===== src/rtl/wip_stat_pkg.sv =====
package wip_stat_pkg;
  typedef enum logic [0:0] {
    RD_PASS = 1'b0,
    RD_POLL = 1'b1
  } rd_mode_e;
endpackage


===== src/rtl/wip_window.sv =====
module wip_window #(
  parameter int DATA_W = 8
) (
  input  logic              clk,
  input  logic              rst_n,
  input  logic              wr_busy,
  input  logic              wr_strobe,
  input  logic [DATA_W-1:0] wr_data,
  input  logic              rd_acc,
  output logic              busy_q,
  output logic              tog_q,
  output logic [DATA_W-1:0] last_q
);
  logic cycle_start;
  assign cycle_start = wr_busy && !busy_q;

  always_ff @(posedge clk or negedge rst_n) begin
    if (!rst_n) begin
      busy_q <= 1'b0;
      tog_q  <= 1'b1;
      last_q <= '0;
    end else begin
      busy_q <= wr_busy;
      if (wr_strobe) last_q <= wr_data;
      if (cycle_start) tog_q <= 1'b1;
      else if (rd_acc && busy_q) tog_q <= ~tog_q;
    end
  end

  AST_TOG_INIT: assert property (@(posedge clk) disable iff (!rst_n)
    $rose(busy_q) |-> tog_q);
  AST_TOG_FLIP: assert property (@(posedge clk) disable iff (!rst_n)
    (rd_acc && busy_q && wr_busy) |=> (tog_q != $past(tog_q)));
  AST_TOG_IDLE: assert property (@(posedge clk) disable iff (!rst_n)
    (!busy_q && !wr_busy) |=> $stable(tog_q));
endmodule


===== src/rtl/wip_rdmux.sv =====
module wip_rdmux
  import wip_stat_pkg::*;
#(
  parameter int DATA_W = 8
) (
  input  logic              clk,
  input  logic              rst_n,
  input  logic              prot_n,
  input  rd_mode_e          mode,
  input  logic [DATA_W-1:0] arr_data,
  input  logic [DATA_W-1:0] last_q,
  input  logic              tog_q,
  input  logic              rd_valid,
  output logic              rd_ready,
  output logic              rd_acc,
  input  logic              out_ready,
  output logic              out_valid,
  output logic [DATA_W-1:0] out_data
);
  localparam int POLL_BIT = DATA_W - 1;
  localparam int TOG_BIT  = DATA_W - 2;

  logic [DATA_W-1:0] status_word;
  logic [DATA_W-1:0] next_word;

  for (genvar i = 0; i < DATA_W; i++) begin : g_bit
    if (i == POLL_BIT) begin : g_poll
      assign status_word[i] = ~last_q[i];
    end else if (i == TOG_BIT) begin : g_tog
      assign status_word[i] = tog_q;
    end else begin : g_pass
      assign status_word[i] = arr_data[i];
    end
  end

  assign next_word = (mode == RD_POLL) ? status_word : arr_data;
  assign rd_ready  = prot_n && (!out_valid || out_ready);
  assign rd_acc    = rd_valid && rd_ready;

  always_ff @(posedge clk or negedge rst_n) begin
    if (!rst_n) begin
      out_valid <= 1'b0;
      out_data  <= '0;
    end else if (!prot_n) begin
      out_valid <= 1'b0;
    end else if (rd_acc) begin
      out_valid <= 1'b1;
      out_data  <= next_word;
    end else if (out_ready) begin
      out_valid <= 1'b0;
    end
  end

  AST_PASS_THRU: assert property (@(posedge clk) disable iff (!rst_n)
    (rd_acc && mode == RD_PASS) |=> (out_data == $past(arr_data)));
  AST_POLL_INV: assert property (@(posedge clk) disable iff (!rst_n)
    (rd_acc && mode == RD_POLL) |=> (out_data[POLL_BIT] != $past(last_q[POLL_BIT])));
  AST_HOLD: assert property (@(posedge clk) disable iff (!rst_n)
    (out_valid && !out_ready && prot_n) |=> (out_valid && $stable(out_data)));
  AST_PROT_DROP: assert property (@(posedge clk) disable iff (!rst_n)
    !prot_n |=> !out_valid);
endmodule


===== src/rtl/wip_status.sv =====
module wip_status
  import wip_stat_pkg::*;
#(
  parameter int DATA_W = 8
) (
  input  logic              clk,
  input  logic              rst_n,
  input  logic              prot_n,
  input  logic              wr_busy,
  input  logic              wr_strobe,
  input  logic [DATA_W-1:0] wr_data,
  input  logic              rd_valid,
  output logic              rd_ready,
  input  logic [DATA_W-1:0] arr_data,
  output logic              out_valid,
  input  logic              out_ready,
  output logic [DATA_W-1:0] out_data,
  output logic              data_oe,
  output logic              rdy_oe,
  output logic              rdy_level
);
  logic              busy_q;
  logic              tog_q;
  logic [DATA_W-1:0] last_q;
  logic              rd_acc;
  rd_mode_e          mode;

  assign mode = busy_q ? RD_POLL : RD_PASS;

  wip_window #(.DATA_W(DATA_W)) u_window (
    .clk(clk), .rst_n(rst_n), .wr_busy(wr_busy), .wr_strobe(wr_strobe),
    .wr_data(wr_data), .rd_acc(rd_acc), .busy_q(busy_q), .tog_q(tog_q),
    .last_q(last_q)
  );

  wip_rdmux #(.DATA_W(DATA_W)) u_rdmux (
    .clk(clk), .rst_n(rst_n), .prot_n(prot_n), .mode(mode),
    .arr_data(arr_data), .last_q(last_q), .tog_q(tog_q),
    .rd_valid(rd_valid), .rd_ready(rd_ready), .rd_acc(rd_acc),
    .out_ready(out_ready), .out_valid(out_valid), .out_data(out_data)
  );

  assign data_oe   = out_valid && prot_n;
  assign rdy_oe    = busy_q;
  assign rdy_level = !busy_q;

  AST_RDY_RISE: assert property (@(posedge clk) disable iff (!rst_n)
    $rose(wr_busy) |=> (rdy_oe && !rdy_level));
  AST_RDY_FALL: assert property (@(posedge clk) disable iff (!rst_n)
    $fell(wr_busy) |=> (!rdy_oe && rdy_level));
  AST_PROT_FLOAT: assert property (@(posedge clk) disable iff (!rst_n)
    !prot_n |-> (!data_oe && !rd_ready));
endmodule


===== config.mk =====
export PLATFORM = sky130hd
export DESIGN_NAME = wip_status
export DESIGN_NICKNAME = d
export VERILOG_FILES = /design/src/rtl/wip_stat_pkg.sv /design/src/rtl/wip_window.sv /design/src/rtl/wip_rdmux.sv /design/src/rtl/wip_status.sv
export SDC_FILE = /design/constraint.sdc
export NUM_CORES = 1
export LEC_CHECK = 0
export BUFFER_PORTS_ARGS = -buffer_cell sky130_fd_sc_hd__buf_2
export CAP_MARGIN = 30
export CORE_MARGIN = 5
export CORE_UTILIZATION = 46
export DETAILED_ROUTE_END_ITERATION = 10
export HOLD_SLACK_MARGIN = 0.08
export PLACE_DENSITY = 0.82
export SLEW_MARGIN = 5
export SYNTH_ARGS = -nofsm -noshare
export SYNTH_HDL_FRONTEND = slang
export SYNTH_HIERARCHICAL = 1
export SYNTH_SLANG_ARGS = --single-unit

===== constraint.sdc =====
create_clock -name clk -period 1.6 [get_ports clk]
set_input_delay 0.16 -clock clk [delete_from_list [all_inputs] [get_ports clk]]
set_output_delay 0.16 -clock clk [all_outputs]
set_load 0.005 [all_outputs]

==> reports/metrics.yaml <==
status: "completed"
max-vdd-ir-drop_v: 0.0006492
rows: 12
min_path_type: "input pin to flip-flop"
critPathRequiredTime_ns: 1.75
avgSynthCellArea_um2: 15.43
fin_setup_tns_ns: 0
crit_slowest_cell: "dfrtp_1"
start_kind: "flip-flop"
dp_hpwl_um: 875
portBuffers: 28
power_leakage_nw: 0.3973
insertion_delay_ns: 0.26
cts_hold_buf: 2
period_minus_slack_ns: 1.249
setup_viol: 0
critical_path.cell_chain: "nand2b_4, and3_4, mux2_4"
yosysWarnings: 6
routed-via-count: 371
layout-drive-gt1-share_pct: 66.18
cts_tree: "yes"
start_util_pct: 49.33
cpPeakStageDelay_ns: 0.42
clock_path_buffers: 2
fin_area_um2: 747.0
htree_levels: 1
place_ws_ns: 0.3612
finalCritPeriodShare_pct: 78.09
crit_fanout: 9
grt-ovfl-total: 0
power_density_nw_per_um2: 1057
crit_buf_inv: 0
worstSetupEndpointType: "flip-flop"
finalHoldViolCount: 0
core_area_um2: 1126
setup_slack_ns: 0.3505
dr.pass1.iters: 2
fillers: 92
drt-wirelength-per-cell_um: 13.22
max_freq_mhz: 800.3
criticalPathCategory: "flip-flop to flip-flop"
drt_iter0_drc: 2
viasPerCell: 4.524
dp.cells: 76
synth.cell_area_um2: 555.5
synthCells: 36
tightestPinTransition_ns: 0.2718
num-nets-final: 92
clock_sinks: 12
grt_pass1_vias: 396
path_delay_family: "flip-flops"
antenna_left: 0
grt_usage_pct: 11.66
maxCapViolations: 0
placed_cell_area_um2: 690.7
clk_pin_slew_worst_paths_ns: 0.07
place_congestion: 0.6829
clock_skew_ns: 0.001506
die_h_um: 44.75
post_cts_buffers: 0
cts_buffers: 3
grt_pass1_wl_um: 1697
ctsResizeCount: 0
layoutNonFillerInstCount: 82
worst_ep_arrival_time_ns: 1.40
maxSlewHeadroom_pct: 81.88
grt_antenna_before_repair: 0
syn_nets: 59
area_delta_synth_final_pct: 34.46
rsz0062_at_grt: "no"
diodes: 0
wirelength_um: 1084
ioPinCount: 36
cts_root_buffer: "clkbuf_4"
drc: 0
grt_start_max_net_pins: 13
die_w_um: 44.75
slew_violations: 0
die-area_um2: 2003
==> final cells by class <==
cell class                 count  area, um^2  area share [%]
clock buffer                   4       36.28           4.858
inverter                       3       11.26           1.508
multi-input combinational     19       220.2           29.48
sequential                    12       301.5           40.37
tap                           14       17.52           2.345
timing repair buffer          30       160.2           21.44
==> worst reg2reg max path, stage by stage, from the launching register on <==
cell      delay [ns]
dfrtp_1         0.42
nand2b_4        0.09
and3_4          0.30
mux2_4          0.33
==> final timing paths <==
path / startpoint / to / slack, ns / cells after the start
setup / recovery: u_rdmux/out_valid / u_rdmux/out_data[3] / 0.35 / 3
hold reg to reg: u_rdmux/out_data[4] / u_rdmux/out_data[4] / 0.51 / 1
min in group asynchronous: rst_n / u_rdmux/out_data[2] / 0.30 / 2
max in group asynchronous: rst_n / u_window/tog_q / 1.02 / 2
setup reg to reg: u_rdmux/out_valid / u_rdmux/out_data[3] / 0.35 / 3
hold / removal: arr_data[1] / u_rdmux/out_data[1] / 0.13 / 2
==> metrics by stage <==
stage,hold WS (ns),utilization (%),power (mW)
floorplan,-0.1356,-,0.4836
global placement,0.04695,61.33,0.5535
detailed placement,0.04797,61.33,0.5615
CTS,0.1215,66.33,0.8029
global route,0.1016,66.33,0.8358
finish,0.1271,66.33,0.7899
==> placed cells by master, fill, tap and decap left out <==
master         instances
a21boi_0               1
a21oi_1                1
and2_1                 2
and3_4                 1
buf_2                 28
clkbuf_4               3
clkbuf_8               1
dfrtp_1               11
dfstp_2                1
dlygate4sd3_1          2
inv_1                  3
mux2_2                 1
mux2_4                 9
mux2i_1                1
nand2b_4               1
nor3_1                 1
xnor2_1                1
==> layer usage <==
metal | share of wire (%) | vias up | track usage [%]
li1 | - | 181 | -
met5 | 0 | - | 0
met3 | 9.3 | 0 | 4.382
met1 | 44 | 174 | 14.50
met2 | 46 | 16 | 19.48
met4 | 0 | 0 | 1.807
==> state kept, by name, indices dropped and copies added, names as in the netlist <==
signal	count
u_window/busy_q	1
u_window/tog_q	1
u_rdmux/out_data	8
u_window/last_q	1
u_rdmux/out_valid	1
==> where the power goes <==
part | total, mW | switching [mW] | leakage (nW) | internal [mW]
clock | 0.233 | 0.0950 | 0.0210 | 0.138
combinational | 0.176 | 0.0599 | 0.236 | 0.116
sequential | 0.381 | 0.0283 | 0.140 | 0.353
total | 0.790 | 0.183 | 0.397 | 0.607
(Power assumes the default switching activity.)
